### src/rtl/usb_irq_agg_pkg.sv
package usb_irq_agg_pkg;

    localparam int unsigned DATA_W = 32;
    localparam int unsigned ADDR_W = 8;

    // byte offsets of the register window
    localparam logic [ADDR_W-1:0] OFS_REV       = 8'h00;
    localparam logic [ADDR_W-1:0] OFS_CTRL      = 8'h04;
    localparam logic [ADDR_W-1:0] OFS_STAT      = 8'h08;
    localparam logic [ADDR_W-1:0] OFS_EP_BASE   = 8'h20;
    localparam logic [ADDR_W-1:0] OFS_CORE_BASE = 8'h40;
    localparam logic [ADDR_W-1:0] OFS_EOI       = 8'h60;

    // offsets inside a bank, relative to its base
    localparam logic [ADDR_W-1:0] BK_SRC   = 8'h00;
    localparam logic [ADDR_W-1:0] BK_SET   = 8'h04;
    localparam logic [ADDR_W-1:0] BK_CLR   = 8'h08;
    localparam logic [ADDR_W-1:0] BK_MSK   = 8'h0C;
    localparam logic [ADDR_W-1:0] BK_MSET  = 8'h10;
    localparam logic [ADDR_W-1:0] BK_MCLR  = 8'h14;
    localparam logic [ADDR_W-1:0] BK_MSKD  = 8'h18;

    // software-side strobes delivered to one bank
    typedef struct packed {
        logic [DATA_W-1:0] src_set;
        logic [DATA_W-1:0] src_clr;
        logic [DATA_W-1:0] msk_set;
        logic [DATA_W-1:0] msk_clr;
    } bank_cmd_t;

endpackage

### src/rtl/irq_event_packer.sv
module irq_event_packer
    import usb_irq_agg_pkg::*;
#(
    parameter int unsigned NUM_TX   = 16,
    parameter int unsigned NUM_RX   = 15,
    parameter int unsigned NUM_CORE = 9,
    parameter int unsigned RX_LSB   = 17,
    parameter int unsigned CORE_LSB = 16
) (
    input  logic                clk,
    input  logic                rst_n,
    input  logic [NUM_TX-1:0]   tx_evt,
    input  logic [NUM_RX-1:0]   rx_evt,
    input  logic [NUM_CORE-1:0] core_evt,
    output logic [DATA_W-1:0]   ep_rise,
    output logic [DATA_W-1:0]   core_rise
);
    localparam int unsigned ALL_W = NUM_TX + NUM_RX + NUM_CORE;

    logic [ALL_W-1:0] lvl_d, lvl_q;
    logic [ALL_W-1:0] edge_all;

    always_comb begin
        lvl_d    = {core_evt, rx_evt, tx_evt};
        edge_all = lvl_d & ~lvl_q;
    end

    always_ff @(posedge clk or negedge rst_n) begin
        if (!rst_n) lvl_q <= '0;
        else        lvl_q <= lvl_d;
    end

    // place each edge at its fixed bit in its bank
    always_comb begin
        ep_rise   = '0;
        core_rise = '0;
        for (int i = 0; i < int'(NUM_TX); i++)
            ep_rise[i] = edge_all[i];
        for (int j = 0; j < int'(NUM_RX); j++)
            ep_rise[RX_LSB + j] = edge_all[NUM_TX + j];
        for (int k = 0; k < int'(NUM_CORE); k++)
            core_rise[CORE_LSB + k] = edge_all[NUM_TX + NUM_RX + k];
    end

endmodule

### src/rtl/irq_src_bank.sv
module irq_src_bank
    import usb_irq_agg_pkg::*;
#(
    parameter logic [DATA_W-1:0] VALID = 32'hFFFF_FFFF
) (
    input  logic              clk,
    input  logic              rst_n,
    input  logic              soft_rst,
    input  logic [DATA_W-1:0] hw_rise,
    input  bank_cmd_t         cmd,
    output logic [DATA_W-1:0] src,
    output logic [DATA_W-1:0] msk,
    output logic [DATA_W-1:0] masked
);
    typedef struct packed {
        logic [DATA_W-1:0] src;
        logic [DATA_W-1:0] msk;
    } bank_state_t;

    bank_state_t st_d, st_q;

    always_comb begin
        st_d = st_q;
        if (soft_rst) begin
            st_d = '0;
        end else begin
            // hardware edges and software set both win over clear
            st_d.src = ((st_q.src & ~cmd.src_clr) | cmd.src_set | hw_rise) & VALID;
            st_d.msk = ((st_q.msk & ~cmd.msk_clr) | cmd.msk_set) & VALID;
        end
    end

    always_ff @(posedge clk or negedge rst_n) begin
        if (!rst_n) st_q <= '0;
        else        st_q <= st_d;
    end

    assign src    = st_q.src;
    assign msk    = st_q.msk;
    assign masked = st_q.src & st_q.msk;

    AST_SET_STICKS: assert property (@(posedge clk) disable iff (!rst_n)
        (|(cmd.src_set & VALID) && !soft_rst) |=>
        ((st_q.src & $past(cmd.src_set & VALID)) == $past(cmd.src_set & VALID)));

    AST_RISE_BEATS_CLR: assert property (@(posedge clk) disable iff (!rst_n)
        (|(hw_rise & cmd.src_clr & VALID) && !soft_rst) |=>
        ((st_q.src & $past(hw_rise & cmd.src_clr & VALID)) == $past(hw_rise & cmd.src_clr & VALID)));

    AST_NO_STRAY_BITS: assert property (@(posedge clk) disable iff (!rst_n)
        ((st_q.src & ~VALID) == '0) && ((st_q.msk & ~VALID) == '0));

    AST_SOFT_RST_EMPTIES: assert property (@(posedge clk) disable iff (!rst_n)
        soft_rst |=> (st_q.src == '0) && (st_q.msk == '0));

endmodule

### src/rtl/irq_eoi_gate.sv
module irq_eoi_gate (
    input  logic clk,
    input  logic rst_n,
    input  logic soft_rst,
    input  logic eoi_wr,
    input  logic pending,
    output logic irq,
    output logic armed
);
    typedef struct packed {
        logic irq;
        logic armed;
    } gate_state_t;

    gate_state_t g_d, g_q;

    always_comb begin
        g_d = g_q;
        if (soft_rst || eoi_wr) begin
            g_d.irq   = 1'b0;
            g_d.armed = 1'b1;
        end else begin
            g_d.irq   = pending & (g_q.irq | g_q.armed);
            g_d.armed = g_q.armed & ~pending;
        end
    end

    always_ff @(posedge clk or negedge rst_n) begin
        if (!rst_n) g_q <= '{irq: 1'b0, armed: 1'b1};
        else        g_q <= g_d;
    end

    assign irq   = g_q.irq;
    assign armed = g_q.armed;

    AST_EOI_DROPS_LINE: assert property (@(posedge clk) disable iff (!rst_n)
        eoi_wr |=> !g_q.irq);

    AST_RISE_NEEDS_ARM: assert property (@(posedge clk) disable iff (!rst_n)
        $rose(g_q.irq) |-> $past(g_q.armed));

    AST_IRQ_HAS_CAUSE: assert property (@(posedge clk) disable iff (!rst_n)
        $rose(g_q.irq) |-> $past(pending));

endmodule

### src/rtl/usb_irq_aggregator.sv
module usb_irq_aggregator
    import usb_irq_agg_pkg::*;
#(
    parameter int unsigned       NUM_TX_EP = 16,
    parameter int unsigned       NUM_RX_EP = 15,
    parameter int unsigned       NUM_CORE  = 9,
    parameter logic [DATA_W-1:0] REV_VALUE = 32'h0001_0A03
) (
    input  logic                 clk,
    input  logic                 rst_n,
    input  logic [ADDR_W-1:0]    reg_addr,
    input  logic                 reg_wr,
    input  logic [DATA_W-1:0]    reg_wdata,
    output logic [DATA_W-1:0]    reg_rdata,
    input  logic [NUM_TX_EP-1:0] tx_evt,
    input  logic [NUM_RX_EP-1:0] rx_evt,
    input  logic [NUM_CORE-1:0]  core_evt,
    output logic                 irq
);
    localparam int unsigned RX_LSB   = 17;   // EP1 receive lands above the unused bit 16
    localparam int unsigned CORE_LSB = 16;
    localparam logic [DATA_W-1:0] TX_FIELD   = DATA_W'((64'd1 << NUM_TX_EP) - 1);
    localparam logic [DATA_W-1:0] RX_FIELD   = DATA_W'(((64'd1 << NUM_RX_EP) - 1) << RX_LSB);
    localparam logic [DATA_W-1:0] EP_VALID   = TX_FIELD | RX_FIELD;
    localparam logic [DATA_W-1:0] CORE_VALID = DATA_W'(((64'd1 << NUM_CORE) - 1) << CORE_LSB);

    logic [DATA_W-1:0] ep_rise, core_rise;
    logic [DATA_W-1:0] ep_src, ep_msk, ep_mskd;
    logic [DATA_W-1:0] co_src, co_msk, co_mskd;
    bank_cmd_t         ep_cmd, co_cmd;
    logic              soft_rst, eoi_wr, pending, gate_armed;

    // write decode: one strobe vector per alias
    always_comb begin
        ep_cmd   = '0;
        co_cmd   = '0;
        soft_rst = 1'b0;
        eoi_wr   = 1'b0;
        if (reg_wr) begin
            unique case (reg_addr)
                OFS_EP_BASE + BK_SET:    ep_cmd.src_set = reg_wdata;
                OFS_EP_BASE + BK_CLR:    ep_cmd.src_clr = reg_wdata;
                OFS_EP_BASE + BK_MSET:   ep_cmd.msk_set = reg_wdata;
                OFS_EP_BASE + BK_MCLR:   ep_cmd.msk_clr = reg_wdata;
                OFS_CORE_BASE + BK_SET:  co_cmd.src_set = reg_wdata;
                OFS_CORE_BASE + BK_CLR:  co_cmd.src_clr = reg_wdata;
                OFS_CORE_BASE + BK_MSET: co_cmd.msk_set = reg_wdata;
                OFS_CORE_BASE + BK_MCLR: co_cmd.msk_clr = reg_wdata;
                OFS_CTRL:                soft_rst = reg_wdata[0];
                OFS_EOI:                 eoi_wr   = 1'b1;
                default: ;
            endcase
        end
    end

    irq_event_packer #(
        .NUM_TX   (NUM_TX_EP),
        .NUM_RX   (NUM_RX_EP),
        .NUM_CORE (NUM_CORE),
        .RX_LSB   (RX_LSB),
        .CORE_LSB (CORE_LSB)
    ) i_packer (
        .clk       (clk),
        .rst_n     (rst_n),
        .tx_evt    (tx_evt),
        .rx_evt    (rx_evt),
        .core_evt  (core_evt),
        .ep_rise   (ep_rise),
        .core_rise (core_rise)
    );

    irq_src_bank #(.VALID(EP_VALID)) i_ep_bank (
        .clk      (clk),
        .rst_n    (rst_n),
        .soft_rst (soft_rst),
        .hw_rise  (ep_rise),
        .cmd      (ep_cmd),
        .src      (ep_src),
        .msk      (ep_msk),
        .masked   (ep_mskd)
    );

    irq_src_bank #(.VALID(CORE_VALID)) i_core_bank (
        .clk      (clk),
        .rst_n    (rst_n),
        .soft_rst (soft_rst),
        .hw_rise  (core_rise),
        .cmd      (co_cmd),
        .src      (co_src),
        .msk      (co_msk),
        .masked   (co_mskd)
    );

    assign pending = (|ep_mskd) | (|co_mskd);

    irq_eoi_gate i_gate (
        .clk      (clk),
        .rst_n    (rst_n),
        .soft_rst (soft_rst),
        .eoi_wr   (eoi_wr),
        .pending  (pending),
        .irq      (irq),
        .armed    (gate_armed)
    );

    // read mux: aliases, control and EOI fall to the zero default
    always_comb begin
        unique case (reg_addr)
            OFS_REV:                 reg_rdata = REV_VALUE;
            OFS_STAT:                reg_rdata = {{(DATA_W-2){1'b0}}, gate_armed, irq};
            OFS_EP_BASE + BK_SRC:    reg_rdata = ep_src;
            OFS_EP_BASE + BK_MSK:    reg_rdata = ep_msk;
            OFS_EP_BASE + BK_MSKD:   reg_rdata = ep_mskd;
            OFS_CORE_BASE + BK_SRC:  reg_rdata = co_src;
            OFS_CORE_BASE + BK_MSK:  reg_rdata = co_msk;
            OFS_CORE_BASE + BK_MSKD: reg_rdata = co_mskd;
            default:                 reg_rdata = '0;
        endcase
    end

endmodule

### config.mk
export PLATFORM = sky130hd
export DESIGN_NAME = usb_irq_aggregator
export DESIGN_NICKNAME = d
export VERILOG_FILES = /design/src/rtl/usb_irq_agg_pkg.sv /design/src/rtl/irq_event_packer.sv /design/src/rtl/irq_src_bank.sv /design/src/rtl/irq_eoi_gate.sv /design/src/rtl/usb_irq_aggregator.sv
export SDC_FILE = /design/constraint.sdc
export NUM_CORES = 1
export LEC_CHECK = 0
export ABC_CLOCK_PERIOD_IN_PS = 5800
export BUFFER_PORTS_ARGS = -buffer_cell sky130_fd_sc_hd__buf_2
export CAP_MARGIN = 10
export CORE_MARGIN = 3
export CORE_UTILIZATION = 60
export DETAILED_ROUTE_END_ITERATION = 8
export GPL_ROUTABILITY_DRIVEN = 0
export PLACE_DENSITY_LB_ADDON = 0.12
export SLEW_MARGIN = 20
export SYNTH_ARGS = -nofsm -noshare
export SYNTH_HDL_FRONTEND = slang
export SYNTH_SLANG_ARGS = --single-unit
### constraint.sdc
create_clock -name clk -period 5.8 [get_ports clk]
set_input_delay 1.16 -clock clk [delete_from_list [all_inputs] [get_ports clk]]
set_output_delay 1.16 -clock clk [all_outputs]
set_load 0.1 [all_outputs]
# After elaboration in Yosys (flattened, before gate mapping)
# Cells that the tools add are included.
# Widths: inputs -> output; s select.
totals:
  ff_bits: 163
  latch_bits: 0
  mem_bits_rw: 0
  mem_bits_ro: 0
  in_bits: 83
  out_inout_bits: 33
  elab_cells: 69
  n_memories: 0
op_classes:
  add_sub_neg: 0
  multipliers: 0
  div: 0
  n_lt_le_gt_ge: 0
  n_eq_ne: 17
  shift: 0
  muxes: 18
  n_bitwise: 23
  reduce_logical: 4
ops:
  columns: ["cell", "count"]
  rows:
  - ["$pmux 32 s8", 1]
  - ["$mux 32", 7]
  - ["$mux 128", 1]
  - ["$mux 121", 1]
  - ["$and 32x32->32", 3]
  - ["$or 32x32->32", 3]
  - ["$or 25x25->25", 3]
  - ["$eq 8x7->1 const B", 8]
  - ["$mux 64", 1]
  - ["$not 32->32", 2]
  - ["$reduce_or 32->1", 2]
  - ["$mux 57", 1]
  - ["$eq 8x6->1 const B", 7]
  - ["$and 25x25->25", 2]
  - ["$not 25->25", 2]
  - ["$and 40x40->40", 1]
  - ["$not 40->40", 1]
  - ["$and 25x32->32", 1]
  - ["$mux 25", 1]
  - ["$eq 8x3->1 const B", 1]
  - ["$eq 8x4->1 const B", 1]
  - ["$logic_not 8->1", 1]
  - ["$mux 1", 4]
  - ["$and 1x1->1", 2]
  - ["other kinds (4)", 5]

# Logic depth before layout (Yosys ltp)
# Gate-level depths: netlist of the first run.
depth:
  depth_word: 8
  depth_mapped: 7
  mapped_depth_nobuf: 5

# Modules after synthesis
# Synthesis of the first run repeated with hierarchy kept, for this count alone.
unflattened:
  cells_unflattened: 1095
  area_unflattened_um2: 9006.1
by_module_without_submodules:
  columns: ["mod", "n_inst", "cells_per_inst", "area_per_inst_um2", "seq_area_each_um2"]
  rows:
  - ["irq_src_bank (i_ep_bank)", 1, 290, 3059.2, 1551.5]
  - ["usb_irq_aggregator", 1, 541, 2767.7, 0.0]
  - ["irq_event_packer", 1, 105, 1735.4, 1001.0]
  - ["irq_src_bank (i_core_bank)", 1, 153, 1367.6, 450.4]
  - ["irq_eoi_gate", 1, 6, 76.3, 51.3]

# Worst setup path before layout of the first run
# Ideal clock, no wire load.
synth_path:
  kind: "input to output"
  startpoint: "input port reg_addr[3]"
  endpoint: "output port reg_rdata[7]"
  arrival_ps: 4390
  required_time_ps: 4640
  slack_ps: 250
  path_stages: 7
  n_path_buf: 3
  cell_sequence: "or4_1 -> buf_4 -> nor2_4 -> buf_6 -> buf_6 -> a21oi_1 -> o21ai_0"
synth_between:
  elab_chain_cells: 2
  elab_cells_between_ends: 9
  classes_between: "eq/ne (7); mux (1); reduce/logical (1)"
synth_lines:
  columns: ["item", "line_no", "rtl"]
  rows:
  - ["start: declaration", "usb_irq_aggregator.sv:11", "input logic [ADDR_W-1:0] reg_addr,"]
  - ["$eq 8x7->1 (tied with other cells)", "usb_irq_aggregator.sv:108", "unique case (reg_addr)"]
  - ["$pmux 32 s8 (*)", "usb_irq_aggregator.sv:108", null]
  - ["end: declaration", "usb_irq_aggregator.sv:14", "output logic [DATA_W-1:0] reg_rdata,"]
# Every way passes the cells marked *; elsewhere a longest branch is shown, timed or not.

# Worst setup path in the final report of the first run
layout_path:
  startpoint: "input port reg_addr[3]"
  endpoint: "output port reg_rdata[2]"
# Same word-level chain as after synthesis.

==> qor.yml, run 1 <==
outcome: "complete, no violations"
r2r_cells: 5
slowest_stage: "nor2_4"
setup_viol: 0
drc: 0
reg2reg_to: "i_gate.armed"
fin_nets: 843
drt_iter0_markers: 617
final_layout_size_suffix_gt1_share_pct: 21.5
min_to: "i_gate.armed"
grt_max_degree: 65
yosys_warnings: 0
synth_nets: 747
first_global_vias: 5727
cp-end-kind: "output port"
hpwl_um: 11500
final_util_pct: 73.5
hold_path_startpoint: "i_gate.armed"
finalCritPeriodShare_pct: 83.4
crit_fanout: 31
r2r_slack_ns: 3.87
grt_pass1_wl_um: 28600
synthTopCellsByArea: "dfrtp_1 50%, a21oi_1 8.2%, o21ai_0 6.3%, a32oi_1 5.7%, nand3_1 3.9%"
cpPeakStageDelay_ns: 0.76
hold_class: "flop to flop"
cts_root_buf: "clkbuf_8"
antenna_found_initial: 0
ctsHtreeMaxLevel: 4
wirelength_um: 17900
fmax_mhz: 207
worst_ep_arrival_time_ns: 3.68
rows: 36
path_clk_slew_ns: 0.06
hold_violations: 0
ctsLongestPathBuffers: 2
crit_chain: "buf_2 > or4_1 > nor2_4 > a21oi_1 > o21ai_0 > buf_2"
core_um2: 9820
antenna_cells: 0
syn_to_final_growth_pct: 18.5
ys_seq_elements: 122
cpMostUsedCell: "buf_2"
synthSimpleGateAreaFrac_pct: 12.6
fp.dieH_um: 107
clk_latency_ns: 0.53
layoutNonFillerInstCount: 906
synthXorXnorAreaFrac_pct: 0
synth_edf_count: 0
cts_buffers: 17
yosys.area.top_type_share_pct: 49.7
cap_violations: 0
drv_slew: 0
overflow: 0
yosysTopAreaCell: "dfrtp_1"
fin_area_um2: 7220
power.total_mw: 2.09
tns_ns: 0
postCtsSetupRepairBufs: 0
fin_ws_ns: 0.965
final_common_cell: "dfrtp_1"
cp_data_required_time_ns: 4.64
groute.usage.overall_pct: 32.2
relSlewSlack_pct: 40.4
clock_sinks: 122
period_needed_ns: 4.84
power_density_nw_per_um2: 289
synthArstFlopShare_pct: 100
ctsHoldBuffers: 0
placed_cell_area_um2: 6650
tightestPinTransition_ns: 0.893
hold_ws_ns: 0.533
dp_cells: 874
worst_hold_path.num_cells: 2
cts_tree: "built"
start_kind: "input pin"
critPathLaunch: "reg_addr[3]"
io_pins: 116
die_w_um: 107
ys_types: 41
die-area_um2: 11400
route.vias.total: 5929
syn_inst: 664
rsz0062_at_grt: "false"
skew_ns: 0.00700
avgSynthCellArea_um2: 9.18
antenna_left: 0
synth_compound_area_share_pct: 29.5
seq_area_frac_synth_pct: 50.1
reg2reg_from: "i_ep_bank.src[24]"
wl_per_cell_um: 19.7
synth_top_family_by_area: "compound AO/OA/AOI/OAI gates"
initial_core_util_pct: 62.1
layout_common_cells: "121 x dfrtp_1, 113 x buf_2, 100 x a21oi_1"
synth_mux_area_share_pct: 0
preCtsSetupSlack_ns: 1.05
ys.flop_type: "dfrtp_1"
fill_cells: 745
ir_worst_vdd_mv: 0.204
leakagePower_nw: 3.32
synth_area_um2: 6090
first_pass_iters: 5
vias_per_cell: 6.54
seqCellArea_um2: 3050
multiInputGateArea_um2: 2570
cts.repair.resized: 0
port_buffers: 115
synthAdderAreaFrac_pct: 0
critPathKind: "input pin to output port"
==> registers in the layout (all words and copies together), names as in the netlist <==
register,count
i_gate.armed,1
i_packer.lvl_q,40
i_ep_bank.msk,31
i_core_bank.src,9
i_core_bank.msk,9
i_ep_bank.src,31
i_gate.irq,1
==> how the worst max path moves through the flow <==
stage | end | slack (ns) | depth (start not counted)
floorplan | reg_rdata[7] | 0.25 | 7
global placement | reg_rdata[2] | 1.10 | 6
detailed placement | reg_rdata[2] | 1.05 | 6
CTS | reg_rdata[2] | 1.02 | 6
global route | reg_rdata[3] | 0.85 | 6
finish | reg_rdata[2] | 0.96 | 6
==> cell families after synthesis <==
family	Yosys count
AO/OA/AOI/OAI	294
buffers and inverters	103
flip-flops	122
AND/OR/NAND/NOR	145
==> cell usage after synthesis, types with 3 or more instances <==
cell type	count
a22o_1	10
buf_4	18
a32oi_1	40
nand4_1	9
dfrtp_1	121
o21ai_0	77
nand3_1	48
a22oi_1	20
nor2_2	5
nor4b_1	3
a21oi_1	100
buf_2	3
a21o_1	13
inv_1	57
clkbuf_1	22
nand2_1	57
a221oi_1	4
a221o_1	5
o21ai_1	19
==> cell type report <==
class / instances / share of cell area [%]
inverters: 57 / 2.96
clock buffers: 19 / 5.98
flip-flops and latches: 122 / 42.3
multi-input cells: 439 / 35.6
clock inverters: 13 / 2.01
well taps: 133 / 2.30
repair buffers: 123 / 8.87
==> routing by layer <==
metal  up-vias  global-route usage [%]  share of wire (%)
met4         0                    13.2                2.5
met3        42                    7.71                9.8
met2       360                    51.9                 49
met1      2890                    42.0                 39
li1       2637                       -                  -
met5         -                       0                  0
==> critical path, delay by kind of cell <==
kind	cells	cell delay, ns
and+or+nand+nor	2	1.51
AOI/OAI and AO/OA	2	0.37
buffers and inverters	2	0.61
==> where the power goes <==
part	internal (mW)	switching, mW
Sequential	0.882	0.0213
Clock	0.625	0.395
Combinational	0.0572	0.106
Total	1.56	0.522
(Power assumes the default switching activity.)
==> run 2, diff against run 1 <==
Settings changed: ABC_AREA set to 1, ABC_CLOCK_PERIOD_IN_PS 5800 to 4600, CORE_UTILIZATION 60 to 56.
Clock period 5.8 ns to 4.6 ns, I/O delays scaled along.
==> qor.yml, run 2 <==
layout_common_cells: "301 x nand2_1, 131 x inv_1, 121 x dfrtp_1"
largest_reg_flops: 40
vias_per_cell: 5.39
rsz0062_at_grt: "false"
synthArstFlopShare_pct: 100
seq_area_frac_synth_pct: 47.3
cts_buffers: 17
antenna_found_initial: 0
grt_pass1_wl_um: 29400
groute.usage.overall_pct: 29.3
io_pins: 116
ir_worst_vdd_mv: 0.289
final_util_pct: 69.9
core_um2: 11000
cap_violations: 0
antenna_cells: 0
yosys_warnings: 0
overflow: 0
rows: 38
ys_types: 22
post-synth-top-count-cell: "nand2_1"
fin_nets: 1080
synth_common_cells: "301 x nand2_1, 131 x inv_1, 121 x dfrtp_1, 89 x o21ai_0, 80 x a21oi_1"
path_buf_inv: 3
regMostFlops: "i_packer.lvl_q"
port_buffers: 115
wl_per_cell_um: 15.5
worst_hold_path.num_cells: 3
cp_num_cells: 9
ctsHoldBuffers: 0
yosys.area.top_type_share_pct: 46.9
cts_root_buf: "clkbuf_16"
first_global_vias: 5939
synthTopCellsByArea: "dfrtp_1 47%, nand2_1 18%, inv_1 7.6%, o21ai_0 6.9%, a21oi_1 6.2%"
hold_class: "flop to flop"
slowest_stage: "buf_2"
setup_viol: 0
die-area_um2: 12900
r2r_slack_ns: 3.37
cp_data_required_time_ns: 3.68
final_common_cell: "nand2_1"
r2r_cells: 8
die_w_um: 113
first_pass_iters: 5
finalCritPeriodShare_pct: 83.1
fp.dieH_um: 113
synth_nets: 972
drv_slew: 0
hold_violations: 0
ctsHtreeMaxLevel: 4
avgSynthCellArea_um2: 7.26
relSlewSlack_pct: 37.4
clock_sinks: 122
syn_inst: 889
drt_iter0_markers: 519
cp-end-kind: "output port"
tightestPinTransition_ns: 0.939
skew_ns: 0.00593
worst_ep_arrival_time_ns: 2.90
leakagePower_nw: 3.93
period_needed_ns: 3.82
final_layout_size_suffix_gt1_share_pct: 18.2
syn_to_final_growth_pct: 19.5
start_kind: "input pin"
tns_ns: 0
antenna_left: 0
synth_edf_count: 0
ctsLongestPathBuffers: 2
cpPeakStageDelay_ns: 0.49
initial_core_util_pct: 58.5
cts_tree: "built"
outcome: "complete, no violations"
path_clk_slew_ns: 0.06
postCtsSetupRepairBufs: 0
ys.flop_type: "dfrtp_1"
drc: 0
hpwl_um: 11600
power_density_nw_per_um2: 352
crit_family: "buffers and inverters"
cts.repair.resized: 0
synth_area_um2: 6460
wirelength_um: 17900
crit_fanout: 29
yosysTopAreaCell: "dfrtp_1"
fmax_mhz: 262
crit_chain: "buf_2 > nor2_1 > nand3_1 > nor2_1 > inv_2 > o21ai_0 > nand2_1 > o21ai_0 > buf_2"
clk_latency_ns: 0.42
critPathKind: "input pin to output port"
route.vias.total: 6195
ys_seq_elements: 122
grt_max_degree: 74
run 2: cell types whose count changed after synthesis, sizes merged, moves of 18 or more:
cell	before	now
a22oi	20	0
a32oi	40	0
nand3	48	20
nand2	57	302
o21ai	96	131
inv	57	138
nor2	8	40
a21oi	100	80
clkbuf	22	4
run 2: worst min-delay path, stage by stage, from the launching register on:
cell and delay [ns]:
dfrtp_1 0.32, o21ai_1 0.05, inv_1 0.04, a21oi_1 0.05
run 2: final timing paths:
path                                        start                  to
worst max-delay path                  reg_addr[6]        reg_rdata[4]
worst min-delay path            i_packer.lvl_q[7]    i_ep_bank.src[7]
worst max register to register   i_ep_bank.msk[1]          i_gate.irq
worst min register to register  i_packer.lvl_q[7]    i_ep_bank.src[7]
max in group asynchronous                   rst_n   i_ep_bank.msk[11]
min in group asynchronous                   rst_n  i_packer.lvl_q[34]
run 2: stage by stage:
step	total power, mW	hold WS, ns	instances	worst slack [ns]	cell area (µm²)
after floorplan	1.27	0.474	889	0.00756	6460
after global placement	1.37	0.487	1118	0.819	7110
after detailed placement	1.37	0.493	1118	0.806	7110
after CTS	2.72	0.501	1150	0.792	7710
after global routing	2.81	0.514	1150	0.627	7710
final	2.72	0.497	1150	0.779	7710
run 2: where the power goes:
| group | leakage (nW) | total (mW) | switching [mW] | internal [mW] |
|---|---|---|---|---|
| logic | 2.25 | 0.221 | 0.148 | 0.0729 |
| clock network | 0.282 | 1.36 | 0.510 | 0.853 |
| registers | 1.39 | 1.13 | 0.0209 | 1.11 |
| total | 3.93 | 2.72 | 0.679 | 2.04 |
run 2: layout make-up:
cell class              instances  area [µm²]
clock buffers                  18         429
clock inverters                14         174
fillers                       944        3320
inverters                     138         518
multi-input cells             596        2720
flip-flops and latches        122        3050
well taps                     140         175
repair buffers                122         643
run 2: cells by family (layout without fill, tap and decap cells):
group | Yosys count | after routing | synth area share [%]
and+or+nand+nor | 368 | 368 | 22.7
AOI/OAI and AO/OA | 228 | 228 | 19.1
buffers and inverters | 171 | 292 | 10.9
DFF | 122 | 122 | 47.3
run 2: per-layer routing:
layer | up-vias | global-route usage (%) | share of wire (%)
met5 | - | 0 | 0
met4 | 0 | 12.2 | 2.9
met3 | 45 | 5.46 | 6.2
met2 | 236 | 45.8 | 47
met1 | 2895 | 40.3 | 44
li1 | 3019 | - | -
